## config.mk

```make
export PLATFORM = sky130hd
export DESIGN_NAME = boot_prom_serial_reader
export DESIGN_NICKNAME = d
export VERILOG_FILES = /design/src/rtl/bsr_pkg.sv /design/src/rtl/bsr_clkgen.sv /design/src/rtl/bsr_seq.sv /design/src/rtl/bsr_shift.sv /design/src/rtl/boot_prom_serial_reader.sv
export SDC_FILE = /design/constraint.sdc
export NUM_CORES = 1
export LEC_CHECK = 0
export ABC_AREA = 1
export BUFFER_PORTS_ARGS = -buffer_cell sky130_fd_sc_hd__buf_2
export CAP_MARGIN = 10
export CORE_MARGIN = 2
export CORE_UTILIZATION = 55
export CTS_BUF_LIST = sky130_fd_sc_hd__clkbuf_2
export CTS_CLUSTER_SIZE = 28
export DETAILED_ROUTE_END_ITERATION = 8
export PLACE_DENSITY = 0.78
export SLEW_MARGIN = 30
export SYNTH_ARGS = -nofsm -noshare
export SYNTH_HDL_FRONTEND = slang
export SYNTH_SLANG_ARGS = --single-unit
```

## constraint.sdc

```tcl
create_clock -name clk -period 3.1 [get_ports clk]
set_input_delay 0.31 -clock clk [delete_from_list [all_inputs] [get_ports clk]]
set_output_delay 0.31 -clock clk [all_outputs]
set_load 0.02 [all_outputs]
```

## src/rtl/bsr_pkg.sv

```systemverilog
package bsr_pkg;
   typedef enum logic [2:0] {
      PH_IDLE,
      PH_ADDR,
      PH_LATCH,
      PH_WAIT,
      PH_LOAD,
      PH_DATA
   } phase_t;
endpackage

```

## src/rtl/bsr_clkgen.sv

```systemverilog
module bsr_clkgen #(
   parameter int DIV_W = 4
) (
   input  logic             clk,
   input  logic             rst_n,
   input  logic             run,
   input  logic [DIV_W-1:0] ratio_m1,
   output logic             ser_clk,
   output logic             sample_stb,
   output logic             slot_end
);
   logic [DIV_W-1:0] cnt;
   logic [DIV_W:0]   half_w;
   logic [DIV_W:0]   cnt_w;

   assign half_w     = ({1'b0, ratio_m1} + 1'b1) >> 1;
   assign cnt_w      = {1'b0, cnt};
   assign ser_clk    = run && (cnt_w >= half_w);
   assign sample_stb = run && ((cnt_w + 1'b1) == half_w);
   assign slot_end   = run && (cnt == ratio_m1);

   always_ff @(posedge clk or negedge rst_n) begin
      if (!rst_n)
         cnt <= '0;
      else if (!run || slot_end)
         cnt <= '0;
      else
         cnt <= cnt + 1'b1;
   end


   cnt_range_chk: assert property (@(posedge clk) disable iff (!rst_n)
      run |-> (cnt <= ratio_m1) && (ratio_m1 != '0));
endmodule

```

## src/rtl/bsr_seq.sv

```systemverilog
module bsr_seq
   import bsr_pkg::*;
#(
   parameter int ADDR_W = 21,
   parameter int DATA_W = 16,
   parameter int WAIT_W = 4
) (
   input  logic              clk,
   input  logic              rst_n,
   input  logic              start,
   input  logic              slot_end,
   input  logic [WAIT_W-1:0] wait_q,
   output phase_t            phase,
   output logic              busy,
   output logic              done
);
   localparam int MAXC  = (ADDR_W > DATA_W) ?
                          ((ADDR_W > (1 << WAIT_W)) ? ADDR_W : (1 << WAIT_W)) :
                          ((DATA_W > (1 << WAIT_W)) ? DATA_W : (1 << WAIT_W));
   localparam int IDX_W = $clog2(MAXC + 1);
   localparam logic [IDX_W-1:0] A_LAST = IDX_W'(ADDR_W - 1);
   localparam logic [IDX_W-1:0] D_LAST = IDX_W'(DATA_W - 1);

   logic [IDX_W-1:0] idx;
   logic [IDX_W-1:0] w_last;

   assign w_last = IDX_W'(wait_q) - 1'b1;
   assign busy   = (phase != PH_IDLE);

   always_ff @(posedge clk or negedge rst_n) begin
      if (!rst_n) begin
         phase <= PH_IDLE;
         idx   <= '0;
         done  <= 1'b0;
      end else begin
         done <= 1'b0;
         if (phase == PH_IDLE) begin
            if (start) begin
               phase <= PH_ADDR;
               idx   <= '0;
            end
         end else if (slot_end) begin
            unique case (phase)
               PH_ADDR: begin
                  if (idx == A_LAST) begin
                     phase <= PH_LATCH;
                     idx   <= '0;
                  end else
                     idx <= idx + 1'b1;
               end
               PH_LATCH: begin
                  phase <= (wait_q == '0) ? PH_LOAD : PH_WAIT;
                  idx   <= '0;
               end
               PH_WAIT: begin
                  if (idx == w_last) begin
                     phase <= PH_LOAD;
                     idx   <= '0;
                  end else
                     idx <= idx + 1'b1;
               end
               PH_LOAD: begin
                  phase <= PH_DATA;
                  idx   <= '0;
               end
               PH_DATA: begin
                  if (idx == D_LAST) begin
                     phase <= PH_IDLE;
                     idx   <= '0;
                     done  <= 1'b1;
                  end else
                     idx <= idx + 1'b1;
               end
               default: phase <= PH_IDLE;
            endcase
         end
      end
   end


   valid_pulse_chk: assert property (@(posedge clk) disable iff (!rst_n)
      done |=> !done);


   load_order_chk: assert property (@(posedge clk) disable iff (!rst_n)
      (phase == PH_LOAD && $past(phase) != PH_LOAD) |->
         ($past(phase) == PH_LATCH || $past(phase) == PH_WAIT));


   latch_order_chk: assert property (@(posedge clk) disable iff (!rst_n)
      (phase == PH_LATCH && $past(phase) != PH_LATCH) |-> $past(phase) == PH_ADDR);
endmodule

```

## src/rtl/bsr_shift.sv

```systemverilog
module bsr_shift
   import bsr_pkg::*;
#(
   parameter int ADDR_W = 21,
   parameter int DATA_W = 16
) (
   input  logic              clk,
   input  logic              rst_n,
   input  logic              start,
   input  logic [ADDR_W-1:0] addr_in,
   input  phase_t            phase,
   input  logic              slot_end,
   input  logic              sample_stb,
   input  logic              ser_in,
   output logic              ser_out,
   output logic [DATA_W-1:0] data
);
   logic [ADDR_W-1:0] areg;

   assign ser_out = (phase == PH_ADDR) && areg[ADDR_W-1];

   always_ff @(posedge clk or negedge rst_n) begin
      if (!rst_n)
         areg <= '0;
      else if (start)
         areg <= addr_in;
      else if (phase == PH_ADDR && slot_end)
         areg <= {areg[ADDR_W-2:0], 1'b0};
   end

   always_ff @(posedge clk or negedge rst_n) begin
      if (!rst_n)
         data <= '0;
      else if (phase == PH_DATA && sample_stb)
         data <= {data[DATA_W-2:0], ser_in};
   end


   addr_hold_chk: assert property (@(posedge clk) disable iff (!rst_n)
      (phase == PH_ADDR && $past(phase) == PH_ADDR && !$past(slot_end)) |-> $stable(ser_out));
endmodule

```

## src/rtl/boot_prom_serial_reader.sv

```systemverilog
module boot_prom_serial_reader
   import bsr_pkg::*;
#(
   parameter int ADDR_W = 21,
   parameter int DATA_W = 16,
   parameter int DIV_W  = 4,
   parameter int WAIT_W = 4
) (
   input  logic              clk,
   input  logic              rst_n,
   input  logic [DIV_W-1:0]  div_sel,
   input  logic [WAIT_W-1:0] wait_sel,
   input  logic              req,
   input  logic [ADDR_W-1:0] req_addr,
   output logic              busy,
   output logic              rd_valid,
   output logic [DATA_W-1:0] rd_data,
   output logic              ser_clk,
   output logic              ser_addr_out,
   output logic              addr_latch,
   output logic              data_load,
   input  logic              ser_data_in
);
   generate
      if (ADDR_W < 2) begin : g_bad_addr
         $error("ADDR_W must be at least 2");
      end
      if (DATA_W < 2) begin : g_bad_data
         $error("DATA_W must be at least 2");
      end
      if (DIV_W < 1) begin : g_bad_div
         $error("DIV_W must be at least 1");
      end
      if (WAIT_W < 1) begin : g_bad_wait
         $error("WAIT_W must be at least 1");
      end
   endgenerate

   phase_t            phase;
   logic              accept;
   logic [DIV_W-1:0]  ratio_q;
   logic [WAIT_W-1:0] wait_q;
   logic              sample_stb;
   logic              slot_end;

   assign accept     = req && !busy;
   assign addr_latch = (phase == PH_LATCH);
   assign data_load  = (phase == PH_LOAD);

   always_ff @(posedge clk or negedge rst_n) begin
      if (!rst_n) begin
         ratio_q <= DIV_W'(1);
         wait_q  <= '0;
      end else if (accept) begin
         ratio_q <= (div_sel == '0) ? DIV_W'(1) : div_sel;
         wait_q  <= wait_sel;
      end
   end

   bsr_clkgen #(.DIV_W(DIV_W)) u_clk (
      .clk        (clk),
      .rst_n      (rst_n),
      .run        (busy),
      .ratio_m1   (ratio_q),
      .ser_clk    (ser_clk),
      .sample_stb (sample_stb),
      .slot_end   (slot_end)
   );

   bsr_seq #(.ADDR_W(ADDR_W), .DATA_W(DATA_W), .WAIT_W(WAIT_W)) u_seq (
      .clk      (clk),
      .rst_n    (rst_n),
      .start    (accept),
      .slot_end (slot_end),
      .wait_q   (wait_q),
      .phase    (phase),
      .busy     (busy),
      .done     (rd_valid)
   );

   bsr_shift #(.ADDR_W(ADDR_W), .DATA_W(DATA_W)) u_shf (
      .clk        (clk),
      .rst_n      (rst_n),
      .start      (accept),
      .addr_in    (req_addr),
      .phase      (phase),
      .slot_end   (slot_end),
      .sample_stb (sample_stb),
      .ser_in     (ser_data_in),
      .ser_out    (ser_addr_out),
      .data       (rd_data)
   );


   accept_busy_chk: assert property (@(posedge clk) disable iff (!rst_n)
      (req && !busy) |=> busy);


   cfg_hold_chk: assert property (@(posedge clk) disable iff (!rst_n)
      (busy && $past(busy)) |-> ($stable(ratio_q) && $stable(wait_q)));


   idle_quiet_chk: assert property (@(posedge clk) disable iff (!rst_n)
      !busy |-> !(ser_clk || addr_latch || data_load || ser_addr_out));


   strobe_excl_chk: assert property (@(posedge clk) disable iff (!rst_n)
      $onehot0({addr_latch, data_load, rd_valid}));


   valid_idle_chk: assert property (@(posedge clk) disable iff (!rst_n)
      rd_valid |-> !busy);
endmodule

```

Yosys cells after proc, flatten, opt, wreduce, memory -nomap -nowiden
Index checks and enable logic that the tools add are counted.
- bits in registers: 58
- input port bits: 33
- output and inout port bits: 22
- logic and storage cells: 70
- $add $sub $neg: 5
- $lt $le $gt $ge: 1
- equality and inequality tests: 14
- multiplexer cells: 23
- reduce and logical (&&, ||, !) cells: 19
- operators by type and width (cell ; count):
    21-bit two-way mux ; 2
    5-bit two-way mux ; 6
    3-bit two-way mux ; 7
    5-bit one-hot mux with 4 select lines ; 1
    3-bit one-hot mux with 5 select lines ; 1
    4-bit by 1-bit adder with 5-bit output, second input constant ; 2
    3-bit by 1-bit inequality test with 1-bit output, second input constant ; 3
    4-bit zero test ; 2
    4-bit two-way mux ; 2
    1-bit logical AND ; 7
    3-bit by 2-bit equality test with 1-bit output, second input constant ; 2
    3-bit equality test, second input constant ; 2
    5-bit by 1-bit adder with 5-bit output, second input constant ; 1
    5-bit by 4-bit equality test with 1-bit output ; 1
    5-bit by 4-bit equality test with 1-bit output, second input constant ; 1
    5-bit equality test ; 1
    5-bit equality test, second input constant ; 1
    5-bit AND reduction ; 1
    5-bit nonzero test ; 1
    4-bit by 1-bit subtractor with 5-bit output, second input constant ; 1
    4-bit by 1-bit adder with 4-bit output, second input constant ; 1
    4-bit equality test ; 1
    4-bit >= comparator ; 1
    1-bit two-way mux ; 4
    other kinds (9) ; 10

Logic depth before layout (Yosys ltp)
- word-level depth: 6
- gate-level depth with buffers: 12

By module
Synthesis repeated with hierarchy kept, for this count alone.
- cell total of the unflattened synthesis: 478
- area, all modules: 3389.5 um^2
- modules (own cells, without submodules) (module ; instances ; cells an instance ; area each (um^2) ; seq. area each (um^2)):
    bsr_shift ; 1 ; 222 ; 1689.1 ; 925.9
    bsr_seq ; 1 ; 140 ; 855.8 ; 225.2
    bsr_clkgen ; 1 ; 71 ; 473.0 ; 100.1
    boot_prom_serial_reader ; 1 ; 45 ; 371.6 ; 201.4

Worst setup path before layout
No wires, ideal clock.
- path kind: register to output
- start point: register ratio_q[0]
- end point: output port ser_clk
- data arrival time: 1813 ps
- required time: 2790 ps
- slack: 977 ps
- cell stages (with the launch flop): 11
- buffers on the path: 0
- cell sequence: dfstp_2 ha_1 inv_1 nand2_1 nand2_1 ha_1 a21boi_0 o21a_1 o21a_1 o21ai_0 inv_1
- word-level cells in the longest chain between the ends: 3
- RTL lines (element ; RTL line ; source):
    start, declared ; boot_prom_serial_reader.sv:41 ; logic [DIV_W-1:0] ratio_q;
    start signal, assigned ; boot_prom_serial_reader.sv:55 ; ratio_q <= (div_sel == '0) ? DIV_W'(1) : div_sel;
    4-bit by 1-bit adder with 5-bit output ; bsr_clkgen.sv:16 ; assign half_w = ({1'b0, ratio_m1} + 1'b1) >> 1;
    4-bit >= comparator ; bsr_clkgen.sv:18 ; assign ser_clk = run && (cnt_w >= half_w);
    1-bit logical AND ; bsr_clkgen.sv:18 ;
    end, declared ; boot_prom_serial_reader.sv:18 ; output logic ser_clk,
Every way passes these cells.

Final worst setup path
Same ends and word-level chain as after synthesis.

==> flow_summary.ini <==
[outcome]
status = finished, final reports clean

[critical_path]
rr_endpoint = u_shf.data[13]$_DFFE_PN0P_
cp_num_cells = 11
cpPeakStageDelay_ns = 0.59
start_kind = flip-flop
critical_path_class = flip-flop to primary output
reg2regPathDepth = 9
cp_num_buf_inv = 3
rr_startpoint = ratio_q[0]$_DFFE_PN1P_
crit_fanout = 4
critical-path-top-delay-family = compound AO/OA/AOI/OAI gates
path_cells = ha_1 > inv_1 > nand2_1 > nand2_1 > ha_1 > a21boi_0 > o21a_1 > o21a_1 > o21ai_0 > inv_1 > buf_2
cp_slowest_cell = dfstp_2
cp.required_ns = 2.79
r2r_setup_slack_ns = 0.99
crit_arrival_ns = 2.53
cp-end-kind = primary output

[worst_hold_path]
min_from = wait_sel[0]
min_to = wait_q[0]$_DFFE_PN0P_
hp-class = primary input to flip-flop
hold_depth = 3

[sta]
setup_violations = 0
min_period_ns = 2.84
hold_ws_ns = 0.0314
finalSetupTns_ns = 0
clock.fmax_ghz = 0.353
skew_ns = 0.0309
worstMarginPinSlew_ns = 0.485
slew_violations = 0
rsz0062_at_grt = no
hold_viol_final = 0
timing.final.ws_setup_ns = 0.263
period_share_pct = 91.5
max_slew_margin_pct = 67.7

[synth]
syn_inst = 411
synthDominantCellAreaShare_pct = 44.1
yosys_warnings = 0
yosysTopAreaCell = dfrtp_1
ys_seq_area_share_pct = 44.9
synth_nets = 457
synth_cell_types = 36
syn_area_per_cell_um2 = 7.87
yosys-top-cells-area = dfrtp_1 44%, nand2_1 17%, inv_1 6.4%
netlist_area_um2 = 3240
synth_seq_cells = 58

[floorplan]
num_io_pins = 55
die-area_um2 = 6510
initial_core_util_pct = 57.7
die_h_um = 80.7
die_x_um = 80.7
rows = 27
coreArea_um2 = 5610

[placement]
gp_congestion = 0.832
dp.final_hpwl_um = 4710
pre_cts_slack_ns = 0.781
placed_cells = 530
port_buffers = 54

[clocking]
cts_hold_buf = 3
clk_latency_ns = 0.50
post-cts-setup-buffers = 0
htreeDepth = 3
path_clk_slew_ns = 0.17
cts_root_buf = clkbuf_2
numCtsBuffers = 9
clockBufferDepth = 2
cts_sinks = 58
cts_tree = built
cts-resized-gates = 0

[global_route]
grt_antenna_before_repair = 0
grt_max_degree = 39
grt_pass1_wl_um = 11300
overflow = 0
grt_use_total_pct = 22.6
grt_pass1_vias = 2580

[detailed_routing]
vias = 2821
drt_iter0_markers = 123
wl_um = 6610
drc = 0
postRouteAntennaNets = 0
routedWlPerCell_um = 11.9
routed_via_density = 5.09
dr.pass1.iters = 5

[layout]
area_delta_synth_final_pct = 16.5
nets = 523
final_common_cell = nand2_1
most-common-layout-cells = 143 x nand2_1, 57 x dfrtp_1, 55 x inv_1, 54 x buf_2, 31 x nand3_1
num_antenna_cells = 0
drive_gt1_share_pct = 22.6
final_cells = 554

[pwr]
peakVddDrop_mv = 0.498
powerDensity_nw_per_um2 = 900
static-leakage-power_nw = 1.98
power.total_mw = 3.39

[flow_run]
maxCapViolCount = 0
[registers in the layout (all words and copies together), names as in the netlist]
signal,flops
ratio_q,4
u_shf.data,16
u_shf.areg,21
wait_q,4
u_clk.cnt,4
u_seq.phase,3
u_seq.idx,5
u_seq.done,1
[per-layer routing]
metal	up-vias	share of wire [%]	wire, um	track usage, %
met5	-	0	0	0
met4	0	1.5	101	10.7
met3	9	4.9	321	3.93
met2	75	47	3090	36.9
met1	1311	47	3100	29.3
li1	1426	-	-	-
[worst reg2reg max path: stages (launching register included)]
cell	delay, ns
dfstp_2	0.59
ha_1	0.23
ha_1	0.31
nor2_1	0.13
nand4_1	0.13
nor2_2	0.11
nand3_2	0.06
buf_4	0.25
nand2_1	0.14
o21ai_2	0.05
[cells by family (layout without fill, tap and decap cells)]
family                     after synthesis  count (layout)  share of synthesized area (%)
xor gates and xnor gates                 5               5                           1.35
AOI/OAI and AO/OA                       41              41                           9.09
buffers and inverters                   70             141                           9.47
DFF                                     58              58                           44.9
and+or+nand+nor                        224             224                           30.2
adders and majority gates               13              13                           5.03
[how the worst max path moves through the flow]
stage,startpoint,endpoint,slack (ns)
after floorplan,ratio_q[0]$_DFFE_PN1P_,ser_clk,0.98
after global placement,ratio_q[0]$_DFFE_PN1P_,ser_clk,0.85
after detailed placement,ratio_q[0]$_DFFE_PN1P_,ser_clk,0.78
after CTS,ratio_q[0]$_DFFE_PN1P_,ser_clk,0.23
after global routing,ratio_q[0]$_DFFE_PN1P_,ser_clk,0.04
final,ratio_q[0]$_DFFE_PN1P_,ser_clk,0.26
[power by group]
group	switching, mW	total [mW]	internal, mW
combinational	0.990	1.55	0.565
clock	0.318	0.592	0.274
sequential	0.224	1.24	1.02
[synthesized netlist by cell type (all sizes together)]
cell / number
nor2: 30
nor3: 5
a31oi: 1
nand3: 34
o22ai: 2
nand4: 5
nor4: 1
o211ai: 4
ha: 13
xnor2: 2
a21oi: 3
dfrtp: 57
inv: 61
nand3b: 1
nor3b: 1
clkbuf: 2
nand2: 147
buf: 7
xor2: 3
o21a: 2
a21boi: 1
dfstp: 1
o21ai: 28
[layout make-up]
cell class,instances,area (um^2)
Clock buffer,9,45.0
Clock inverter,7,103
Fill cell,491,1840
Inverter,61,236
Multi-Input combinational cell,283,1480
Sequential cell,58,1450
Tap cell,72,90.1
Timing Repair Buffer,64,365
[metrics by stage]
| step | cell area, um^2 | utilization (%) |
|---|---|---|
| CTS | 3720 | 66.3 |
| detailed placement | 3540 | 63.1 |
| global placement | 3540 | 63.1 |
| finish | 3770 | 67.2 |
| global route | 3770 | 67.2 |
| floorplan | 3240 | - |
Note: power is estimated with default switching activity, not from simulation.
